`config.mk`:
```
export PLATFORM = sky130hd
export DESIGN_NAME = asyn_macrocell
export DESIGN_NICKNAME = d
export VERILOG_FILES = /design/src/rtl/mc_pkg.sv /design/src/rtl/pt_term.sv /design/src/rtl/pt_array.sv /design/src/rtl/mc_state.sv /design/src/rtl/asyn_macrocell.sv
export SDC_FILE = /design/constraint.sdc
export NUM_CORES = 1
export LEC_CHECK = 0
export BUFFER_PORTS_ARGS = -buffer_cell sky130_fd_sc_hd__buf_2
export CAP_MARGIN = 0
export CORE_AREA = 2 2 75 77
export DETAILED_ROUTE_END_ITERATION = 7
export DIE_AREA = 0 0 77 79
export PLACE_DENSITY = 0.77
export SYNTH_ARGS = -nofsm -noshare
export SYNTH_HDL_FRONTEND = slang
export SYNTH_HIERARCHICAL = 1
export SYNTH_SLANG_ARGS = --single-unit
```
`constraint.sdc`:
```
create_clock -name clk -period 3.9 [get_ports clk]
set_input_delay 0.78 -clock clk [delete_from_list [all_inputs] [get_ports clk]]
set_output_delay 0.78 -clock clk [all_outputs]
set_load 0.01 [all_outputs]
```
`src/rtl/mc_pkg.sv`:
```
package mc_pkg;
    // State held by the cell between samples
    typedef struct packed {
        logic state;     // stored D value, before polarity
        logic clk_prev;  // clock term at previous sample
        logic fb;        // pad level at previous sample
    } mc_regs_t;
endpackage

```
`src/rtl/pt_term.sv`:
```
module pt_term #(
    parameter int N = 11
) (
    input  logic [N-1:0]   lits,
    input  logic [2*N-1:0] mask,
    output logic           term
);
    localparam int W = 2 * N;

    logic [W-1:0] both_rails;

    generate
        for (genvar i = 0; i < N; i++) begin : g_rail
            assign both_rails[2*i]   = lits[i];
            assign both_rails[2*i+1] = ~lits[i];
        end
    endgenerate

    // An unconnected literal contributes a 1 to the AND
    assign term = &(~mask | both_rails);
endmodule

```
`src/rtl/pt_array.sv`:
```
module pt_array #(
    parameter int N     = 11,
    parameter int N_DAT = 4
) (
    input  logic [N-1:0]         lits,
    input  logic [N_DAT*2*N-1:0] fuse_data,
    input  logic [2*N-1:0]       fuse_clk,
    input  logic [2*N-1:0]       fuse_set,
    input  logic [2*N-1:0]       fuse_rst,
    input  logic [2*N-1:0]       fuse_oe,
    output logic                 sum,
    output logic                 clk_t,
    output logic                 set_t,
    output logic                 rst_t,
    output logic                 oe_t
);
    localparam int MW = 2 * N;

    logic [N_DAT-1:0] dat_t;

    generate
        for (genvar k = 0; k < N_DAT; k++) begin : g_dat
            pt_term #(.N(N)) u_term (
                .lits (lits),
                .mask (fuse_data[k*MW +: MW]),
                .term (dat_t[k])
            );
        end
    endgenerate

    pt_term #(.N(N)) u_clk (.lits(lits), .mask(fuse_clk), .term(clk_t));
    pt_term #(.N(N)) u_set (.lits(lits), .mask(fuse_set), .term(set_t));
    pt_term #(.N(N)) u_rst (.lits(lits), .mask(fuse_rst), .term(rst_t));
    pt_term #(.N(N)) u_oe  (.lits(lits), .mask(fuse_oe),  .term(oe_t));

    assign sum = |dat_t;
endmodule

```
`src/rtl/mc_state.sv`:
```
module mc_state
    import mc_pkg::*;
(
    input  logic clk,
    input  logic rst_n,
    input  logic preload_n,
    input  logic pad_in,
    input  logic active_high,
    input  logic sum,
    input  logic clk_t,
    input  logic set_t,
    input  logic rst_t,
    input  logic pad_level,
    output logic state_q,
    output logic fb_q
);
    mc_regs_t r_d, r_q;

    always_comb begin
        r_d          = r_q;
        r_d.clk_prev = clk_t;
        r_d.fb       = pad_level;
        if (!preload_n) begin
            // store so that the pad shows the impressed level
            r_d.state = active_high ? pad_in : ~pad_in;
        end else if (set_t && !rst_t) begin
            r_d.state = 1'b1;
        end else if (rst_t && !set_t) begin
            r_d.state = 1'b0;
        end else if (set_t && rst_t) begin
            r_d.state = r_q.state;
        end else if (clk_t && !r_q.clk_prev) begin
            r_d.state = sum;
        end
    end

    always_ff @(posedge clk or negedge rst_n) begin
        if (!rst_n) begin
            r_q.state    <= 1'b0;
            r_q.clk_prev <= 1'b1;
            r_q.fb       <= 1'b0;
        end else begin
            r_q <= r_d;
        end
    end

    assign state_q = r_q.state;
    assign fb_q    = r_q.fb;
endmodule

```
`src/rtl/asyn_macrocell.sv`:
```
module asyn_macrocell #(
    parameter int N_IN  = 10,
    parameter int N_DAT = 4
) (
    input  logic                          clk,
    input  logic                          rst_n,
    input  logic [N_IN-1:0]               dev_in,
    input  logic                          oe_pin_n,
    input  logic                          preload_n,
    input  logic                          pad_in,
    input  logic [N_DAT*2*(N_IN+1)-1:0]   fuse_data,
    input  logic [2*(N_IN+1)-1:0]         fuse_clk,
    input  logic [2*(N_IN+1)-1:0]         fuse_set,
    input  logic [2*(N_IN+1)-1:0]         fuse_rst,
    input  logic [2*(N_IN+1)-1:0]         fuse_oe,
    input  logic                          cfg_active_high,
    output logic                          pad_out,
    output logic                          pad_oe
);
    localparam int N = N_IN + 1;

    logic [N-1:0] lits;
    logic sum, clk_t, set_t, rst_t, oe_t;
    logic state_q, fb_q;
    logic comb_mode, sel_val, pad_level;

    assign lits = {fb_q, dev_in};

    pt_array #(.N(N), .N_DAT(N_DAT)) u_array (
        .lits      (lits),
        .fuse_data (fuse_data),
        .fuse_clk  (fuse_clk),
        .fuse_set  (fuse_set),
        .fuse_rst  (fuse_rst),
        .fuse_oe   (fuse_oe),
        .sum       (sum),
        .clk_t     (clk_t),
        .set_t     (set_t),
        .rst_t     (rst_t),
        .oe_t      (oe_t)
    );

    assign comb_mode = set_t & rst_t;
    assign sel_val   = comb_mode ? sum : state_q;
    assign pad_out   = cfg_active_high ? sel_val : ~sel_val;
    assign pad_oe    = oe_t & ~oe_pin_n;
    assign pad_level = pad_oe ? pad_out : pad_in;

    mc_state u_state (
        .clk         (clk),
        .rst_n       (rst_n),
        .preload_n   (preload_n),
        .pad_in      (pad_in),
        .active_high (cfg_active_high),
        .sum         (sum),
        .clk_t       (clk_t),
        .set_t       (set_t),
        .rst_t       (rst_t),
        .pad_level   (pad_level),
        .state_q     (state_q),
        .fb_q        (fb_q)
    );
endmodule

```
==> results of run 1 <==
[cells by family after synthesis]
family | count (synthesis)
buf+inv | 2
compound gates | 4
flops | 3
mux | 89
xor+xnor | 1
simple gates | 42
[metal layers]
layer	vias to the layer above	share of wire [%]
met5	-	0
met2	113	53
met4	0	0
li1	965	-
met3	0	8.2
met1	845	39
[power breakdown]
part           total (mW)  switching (mW)  leakage [nW]  internal (mW)
clock              0.0893          0.0197        0.0228         0.0697
sequential         0.0365         0.00332        0.0331         0.0332
combinational       0.201          0.0832          1.36          0.118
total               0.327           0.106          1.42          0.221
[placed cells by master (no fill, tap or decap), types with 2 or more instances in the layout]
cell type	Yosys	layout
mux2i_1	89	89
nand3_1	10	10
nand2_1	2	2
buf_2	0	193
nor3_2	8	8
nor2_1	2	2
clkbuf_8	0	3
inv_1	2	2
nand4_1	16	16
dfrtp_1	2	2
[per-stage QoR]
| step | hold WS (ns) | total power [mW] | setup WS (ns) |
|---|---|---|---|
| floorplan | 0.4844 | 0.1096 | 1.256 |
| global placement | 0.5771 | 0.2328 | 0.7732 |
| detailed placement | 0.5801 | 0.2379 | 0.7324 |
| CTS | 0.3565 | 0.3288 | 0.7304 |
| global route | 0.3578 | 0.3513 | 0.6564 |
| finish | 0.3576 | 0.3271 | 0.7473 |
[final cells by class]
| type | count | area [µm²] | share of cell area [%] |
|---|---|---|---|
| Clock buffer | 4 | 45.04 | 1.884 |
| Sequential cell | 3 | 76.32 | 3.192 |
| Multi-Input combinational cell | 136 | 1204 | 50.34 |
| Antenna cell | 1 | 2.502 | 0.1047 |
| Tap cell | 72 | 90.09 | 3.768 |
| Inverter | 2 | 7.507 | 0.3140 |
| Timing Repair Buffer | 193 | 965.9 | 40.40 |
[worst max path at each step]
stage / startpoint / to / slack, ns / cells past startpoint
CTS: dev_in[6] / pad_out / 0.73 / 9
detailed placement: dev_in[6] / pad_out / 0.73 / 9
floorplan: dev_in[6] / pad_out / 1.26 / 7
finish: dev_in[6] / pad_out / 0.75 / 9
global route: dev_in[4] / pad_out / 0.66 / 9
global placement: dev_in[4] / pad_out / 0.77 / 9
[state kept, by name, indices dropped and copies added (netlist names)]
| register | count |
|---|---|
| u_state/fb_q | 1 |
| u_state/r_q | 1 |
| u_state/state_q | 1 |
[worst register-to-register path: stages, from the launching register on]
cell	delay [ns]
dfrtp_1	0.61
mux2i_1	0.15
nand3_1	0.14
nor3_2	0.05
or4_1	0.54
nand3_1	0.13
a21o_1	0.13
a31oi_1	0.08
==> flow_summary_export.csv, run 1 <==
group,metric,value,unit
run_status,status,"completed",
global_routing,grt_pass1_wl,8.852,mm
sta,tightestPinTransition,0.4594,ns
global_routing,use_met2,36.32,%
clock_tree,clockRootBuffer,"clkbuf_8",
critical_path,path_class,"input port to output port",
logic_synthesis,synth_compound_area_share,2.527,%
final_layout,stdcell_area,2391,µm²
pwr,vdd_drop_max,0.00008188,V
critical_path,path_common_cell,"buf_2",
logic_synthesis,yosysMostFrequentCell,"mux2i_1",
global_routing,grt_overflow_total,0,
final_layout,post-route-util,44.80,%
route,totalWireLength,5.984,mm
sta,finalMaxSlewViolations,0,
clock_tree,cts-resized-gates,0,
route,drtAntennaViolNets,0,
global_routing,grt_max_degree,9,
global_routing,top_usage_layer,"met2",
floorplanning,rows,27,
logic_synthesis,synth_top_area_share,69.19,%
logic_synthesis,synth_simple_gate_area_share,21.09,%
floorplanning,io-pin-count,194,
min_path,hold_class,"input port to async pin",
sta,hold_viol,0,
sta,slew-limit-headroom,69.37,%
logic_synthesis,synthFlopType,"dfrtp_1",
critical_path,cpLargestDelayFamily,"simple AND/OR/NAND/NOR gates",
placed_design,gp_congestion,0.7933,
critical_path,crit_buf_inv,2,
logic_synthesis,ys_ff_latch,3,
logic_synthesis,synthXorXnorAreaFrac,0.6803,%
logic_synthesis,yosysWarnings,6,
floorplanning,core_area,5338,µm²
critical_path,regToRegSetupSlack,1.94,ns
sta,period_needed,3.153,ns
floorplanning,die_y,79,µm
placed_design,placed_area,2344,µm²
critical_path,cp.required,3.12,ns
pwr,p_leak,1.416,nW
critical_path,crit_fanout,8,
global_routing,grtUsageTotal,18.09,%
critical_path,reg2regPathDepth,7,
final_layout,final_cells,411,
clock_tree,cts_setup_buffers,0,
pwr,p_per_area,136.8,nW/µm²
critical_path,worstSetupStartpointType,"input port",
sta,fmax,0.3172,GHz
clock_tree,cts_buffers,3,
critical_path,critPathSlowestCell,"or4_1",
route,wl_per_cell,14.56,µm
logic_synthesis,synth_top_family_by_area,"multiplexers",
clock_tree,ctsHoldBuffers,0,
logic_synthesis,synth_seq_area_share,5.928,%
logic_synthesis,synth.area.mux_share,69.19,%
critical_path,critPathMaxStageDelay,0.56,ns
critical_path,crit_chain,"buf_2 -> mux2i_1 -> nand4_1 -> nor3_2 -> or4_1 -> nand3_1 -> a21o_1 -> nand2_1 -> buf_2",
floorplanning,dieWidth,77,µm
global_routing,antenna_found_initial,1,
logic_synthesis,yosysTopAreaCell,"mux2i_1",
placed_design,place_inst,406,
global_routing,grt_pass1_vias,1993,
final_layout,final_layout_size_suffix_gt1_share,60.65,%
critical_path,cp-end-kind,"output port",
logic_synthesis,async_reset_ff_share,100.0,%
clock_tree,insertion_delay,0.21,ns
route,drtPass1Iterations,6,
clock_tree,cts_tree,"done",
sta,tns,0,ns
sta,fin_skew,0.001622,ns
logic_synthesis,netlist_top_cells_area,"mux2i_1 69%, nand4_1 7.8%, nor3_2 6.2%, dfrtp_1 3.9%, nand3_1 3.9%",
critical_path,reg2reg_to,"u_state/fb_q",
global_routing,grt_util_met1,19.99,%
logic_synthesis,synthAdderAreaFrac,0,%
sta,rsz0062_at_grt,"no",
logic_synthesis,ys_top_cells_by_count,"89 x mux2i_1, 16 x nand4_1, 10 x nand3_1",
clock_tree,clk_path_buf_depth,2,
critical_path,rr_startpoint,"u_state/fb_q",
final_layout,fill_cells,537,
floorplanning,start_util,24.12,%
logic_synthesis,syn_nets,333,
clock_tree,clk_pin_slew,0.03,ns
route,route.detailed.drc,0,
logic_synthesis,synth_area,1287,µm²
placed_design,io_buffer_count,193,
sta,finalCritPeriodShare,80.84,%
route,drt_iter0_markers,33,
logic_synthesis,synth_area_per_cell,9.131,µm²
sta,finalSetupViolations,0,
floorplanning,dieArea,6083,µm²
job,cap_violations,0,
logic_synthesis,syn_inst,141,
final_layout,fin_nets,531,
route,vias_per_cell,4.679,
global_routing,use_met3,2.727,%
final_layout,area_growth,85.71,%
clock_tree,htreeDepth,1,
clock_tree,clock_sinks,3,
placed_design,dp_hpwl,5.411,mm
logic_synthesis,ys_types,18,
logic_synthesis,synth_edf_count,0,
critical_path,worstPathArrival,2.37,ns
route,vias,1923,
Power figures use the tool's default switching activity.
==> run 2: changes to the inputs <==
==> constraint.sdc (replaced) <==
create_clock -name clk -period 3.1 [get_ports clk]
set_input_delay 0.62 -clock clk [delete_from_list [all_inputs] [get_ports clk]]
set_output_delay 0.62 -clock clk [all_outputs]
set_load 0.01 [all_outputs]
==> flow_summary_export.csv, run 2 (same netlist as run 1, synthesis figures left out) <==
group,metric,value,unit
route,route.detailed.drc,0,
final_layout,stdcell_area,2391,µm²
sta,finalCritPeriodShare,90.89,%
clock_tree,clk_path_buf_depth,2,
final_layout,fill_cells,541,
min_path,hold_class,"input port to async pin",
critical_path,crit_fanout,8,
clock_tree,clk_pin_slew,0.03,ns
global_routing,grt_pass1_wl,8.659,mm
global_routing,grtUsageTotal,17.70,%
sta,hold_viol,0,
sta,period_needed,2.818,ns
pwr,p_leak,1.416,nW
sta,finalMaxSlewViolations,0,
clock_tree,cts-resized-gates,0,
critical_path,cp.required,2.48,ns
pwr,p_per_area,172.5,nW/µm²
critical_path,cp-end-kind,"output port",
critical_path,path_class,"input port to output port",
final_layout,area_growth,85.71,%
floorplanning,dieArea,6083,µm²
route,drtPass1Iterations,4,
job,cap_violations,0,
placed_design,io_buffer_count,193,
global_routing,grt_max_degree,9,
global_routing,grt_pass1_vias,1988,
clock_tree,cts_buffers,3,
floorplanning,rows,27,
clock_tree,cts_setup_buffers,0,
critical_path,critPathSlowestCell,"or4_1",
sta,finalSetupViolations,0,
pwr,total_power,0.4125,mW
sta,fmax,0.3549,GHz
clock_tree,clock_sinks,3,
clock_tree,htreeDepth,1,
sta,slew-limit-headroom,69.62,%
critical_path,crit_chain,"buf_2 -> mux2i_1 -> nand4_1 -> nor3_2 -> or4_1 -> nand3_1 -> a21o_1 -> nand2_1 -> buf_2",
floorplanning,die_y,79,µm
critical_path,startpoint,"dev_in[6]",
global_routing,grt_overflow_total,0,
final_layout,fin_nets,531,
final_layout,layout_common_cells,"193 x buf_2, 89 x mux2i_1, 16 x nand4_1, 10 x nand3_1, 8 x nor3_2",
run_status,status,"completed",
final_layout,final_cells,411,
sta,rsz0062_at_grt,"no",
route,vias_per_cell,4.759,
placed_design,dp_hpwl,5.264,mm
route,drtAntennaViolNets,0,
placed_design,placed_area,2344,µm²
sta,tns,0,ns
final_layout,final_common_cell,"buf_2",
final_layout,post-route-util,44.80,%
global_routing,antenna_found_initial,1,
critical_path,rr_startpoint,"u_state/fb_q",
placed_design,gp_congestion,0.8573,
floorplanning,dieWidth,77,µm
critical_path,worstPathArrival,2.20,ns
critical_path,worstSetupStartpointType,"input port",
sta,fin_skew,0.001343,ns
route,vias,1956,
critical_path,critPathMaxStageDelay,0.56,ns
clock_tree,ctsHoldBuffers,0,
route,wl_per_cell,14.09,µm
route,drt_iter0_markers,45,
floorplanning,core_area,5338,µm²
floorplanning,io-pin-count,194,
placed_design,place_inst,406,
clock_tree,cts_tree,"done",
route,totalWireLength,5.791,mm
sta,tightestPinTransition,0.4556,ns
clock_tree,insertion_delay,0.22,ns
critical_path,path_common_cell,"buf_2",
floorplanning,start_util,24.12,%
clock_tree,clockRootBuffer,"clkbuf_8",
pwr,vdd_drop_max,0.00009598,V
final_layout,final_layout_size_suffix_gt1_share,60.65,%
-- run 2: power by group --
part / internal (mW) / switching, mW
registers: 0.0418 / 0.00416
logic: 0.148 / 0.102
clock network: 0.0880 / 0.0288
-- run 2: per-layer routing --
layer	global-route usage (%)	up-vias	wire [µm]	share of wire, %
met2	35.00	126	2959	51
met3	3.977	9	611	11
met1	18.54	851	2155	37
met5	0	-	0	0
met4	5.357	0	65	1.1
li1	-	970	-	-
-- run 2: critical path, delay by kind of cell --
family                 cells  cell delay [ns]
buffers and inverters      2             0.37
AO/OA/AOI/OAI              1             0.14
multiplexers               1             0.11
AND/OR/NAND/NOR            5             0.96
-- run 2: worst paths after layout --
check | depth (start not counted) | slack (ns) | end
max | 9 | 0.28 | pad_out
min | 1 | 0.19 | u_state/state_q
max reg2reg | 7 | 1.14 | u_state/fb_q
min reg2reg | 2 | 0.68 | u_state/state_q
max in group asynchronous | 1 | 2.72 | u_state/r_q[1]
min in group clk | 2 | 0.62 | u_state/state_q
-- run 2: area by class of cell --
class | count | area [µm²] | area share (%)
Timing Repair Buffer | 193 | 965.9 | 40.40
Inverter | 2 | 7.507 | 0.3140
Multi-Input combinational cell | 136 | 1204 | 50.34
Clock buffer | 4 | 45.04 | 1.884
Antenna cell | 1 | 2.502 | 0.1047
Sequential cell | 3 | 76.32 | 3.192
Tap cell | 72 | 90.09 | 3.768
-- run 2: metrics by stage --
step,hold WS (ns),worst slack (ns)
floorplan,0.3244,0.7760
global placement,0.4161,0.2922
detailed placement,0.4194,0.2388
CTS,0.1871,0.2357
global route,0.1913,0.1249
finish,0.1874,0.2824
==> run 3: changes to the inputs <==
==> constraint.sdc (replaced) <==
create_clock -name clk -period 3.1 [get_ports clk]
set_input_delay 0.62 -clock clk [delete_from_list [all_inputs] [get_ports clk]]
set_output_delay 0.62 -clock clk [all_outputs]
set_load 0.02 [all_outputs]
==> flow_summary_export.csv, run 3 (same netlist as run 1, synthesis figures left out) <==
group,metric,value,unit
run_status,status,"completed",
floorplanning,die_y,79,µm
route,drtAntennaViolNets,0,
critical_path,worstPathArrival,2.23,ns
sta,fmax,0.3508,GHz
sta,rsz0062_at_grt,"no",
placed_design,placed_area,2344,µm²
global_routing,grt_max_degree,9,
global_routing,antenna_found_initial,1,
floorplanning,io-pin-count,194,
clock_tree,ctsHoldBuffers,0,
clock_tree,clock_sinks,3,
route,drt_iter0_markers,35,
final_layout,seq_area,76.32,µm²
critical_path,rr_startpoint,"u_state/fb_q",
final_layout,area_growth,85.71,%
critical_path,critPathSlowestCell,"or4_1",
sta,finalSetupViolations,0,
floorplanning,rows,27,
pwr,p_leak,1.416,nW
route,route.detailed.drc,0,
critical_path,worstSetupStartpointType,"input port",
sta,finalCritPeriodShare,91.96,%
critical_path,cp-end-kind,"output port",
critical_path,reg2regPathDepth,7,
floorplanning,dieWidth,77,µm
sta,period_needed,2.851,ns
route,vias,1973,
final_layout,final_common_cell,"buf_2",
critical_path,path_class,"input port to output port",
floorplanning,dieArea,6083,µm²
pwr,p_per_area,171.7,nW/µm²
final_layout,fin_nets,531,
critical_path,crit_fanout,8,
min_path,hold_class,"input port to async pin",
final_layout,final_layout_size_suffix_gt1_share,60.65,%
route,vias_per_cell,4.800,
sta,hold_viol,0,
sta,slew-limit-headroom,70.56,%
placed_design,dp_hpwl,5.274,mm
route,drtPass1Iterations,4,
clock_tree,cts_buffers,3,
sta,fin_skew,0.001345,ns
final_layout,stdcell_area,2391,µm²
clock_tree,htreeDepth,1,
critical_path,cp.required,2.48,ns
clock_tree,cts-resized-gates,0,
final_layout,layout_common_cells,"193 x buf_2, 89 x mux2i_1, 16 x nand4_1, 10 x nand3_1, 8 x nor3_2",
floorplanning,core_area,5338,µm²
sta,tns,0,ns
placed_design,gp_congestion,0.8303,
global_routing,grt_overflow_total,0,
critical_path,critPathMaxStageDelay,0.56,ns
sta,setup_slack,0.2492,ns
final_layout,fill_cells,530,
global_routing,grt_pass1_vias,2061,
clock_tree,cts_tree,"done",
placed_design,place_ws,0.2189,ns
critical_path,startpoint,"dev_in[0]",
final_layout,multi_input_area,1204,µm²
pwr,total_power,0.4106,mW
route,wl_per_cell,13.98,µm
global_routing,grtUsageTotal,18.01,%
route,totalWireLength,5.746,mm
floorplanning,start_util,24.12,%
critical_path,path_common_cell,"buf_2",
clock_tree,clk_pin_slew,0.03,ns
global_routing,grt_pass1_wl,8.845,mm
clock_tree,clk_path_buf_depth,2,
clock_tree,cts_setup_buffers,0,
clock_tree,insertion_delay,0.21,ns
final_layout,post-route-util,44.80,%
job,cap_violations,0,
sta,tightestPinTransition,0.4416,ns
pwr,vdd_drop_max,0.00008213,V
placed_design,io_buffer_count,193,
sta,finalMaxSlewViolations,0,
critical_path,crit_chain,"buf_2 -> mux2i_1 -> nand4_1 -> nor3_2 -> or4_1 -> nand3_1 -> a21o_1 -> nand2_1 -> buf_2",
clock_tree,clockRootBuffer,"clkbuf_8",
run 3: critical path, delay by kind of cell:
kind | cells | cell delay (ns)
AND/OR/NAND/NOR | 5 | 0.96
multiplexers | 1 | 0.12
buffers and inverters | 2 | 0.39
AO/OA/AOI/OAI | 1 | 0.13
run 3: final timing paths:
path	endpoint	slack, ns
max	pad_out	0.25
min	u_state/state_q	0.20
max reg2reg	u_state/fb_q	1.15
min reg2reg	u_state/state_q	0.68
max in group asynchronous	u_state/r_q[1]	2.71
min in group clk	u_state/state_q	0.63
run 3: layout make-up:
| type | count | share of cell area [%] |
|---|---|---|
| Multi-Input combinational cell | 136 | 50.34 |
| Timing Repair Buffer | 193 | 40.40 |
| Tap cell | 72 | 3.768 |
| Sequential cell | 3 | 3.192 |
| Clock buffer | 4 | 1.884 |
| Inverter | 2 | 0.3140 |
| Antenna cell | 1 | 0.1047 |
run 3: layer usage:
metal  track usage, %  vias up  share of wire (%)  wire length (µm)
met5                0        -                  0                 0
met4            5.357        0                1.1                66
met3            3.409        8                9.3               536
met2            36.32      125                 52              2996
met1            18.75      873                 37              2147
li1                 -      967                  -                 -
run 3: per-stage QoR:
stage / instances / hold slack (ns)
after floorplan: 141 / 0.3244
after global placement: 406 / 0.4160
after detailed placement: 406 / 0.4227
after CTS: 410 / 0.1917
after global routing: 410 / 0.1936
final: 411 / 0.1969
run 3: power by group:
group | switching, mW | internal (mW)
logic | 0.103 | 0.148
clock network | 0.0254 | 0.0877
registers | 0.00410 | 0.0418
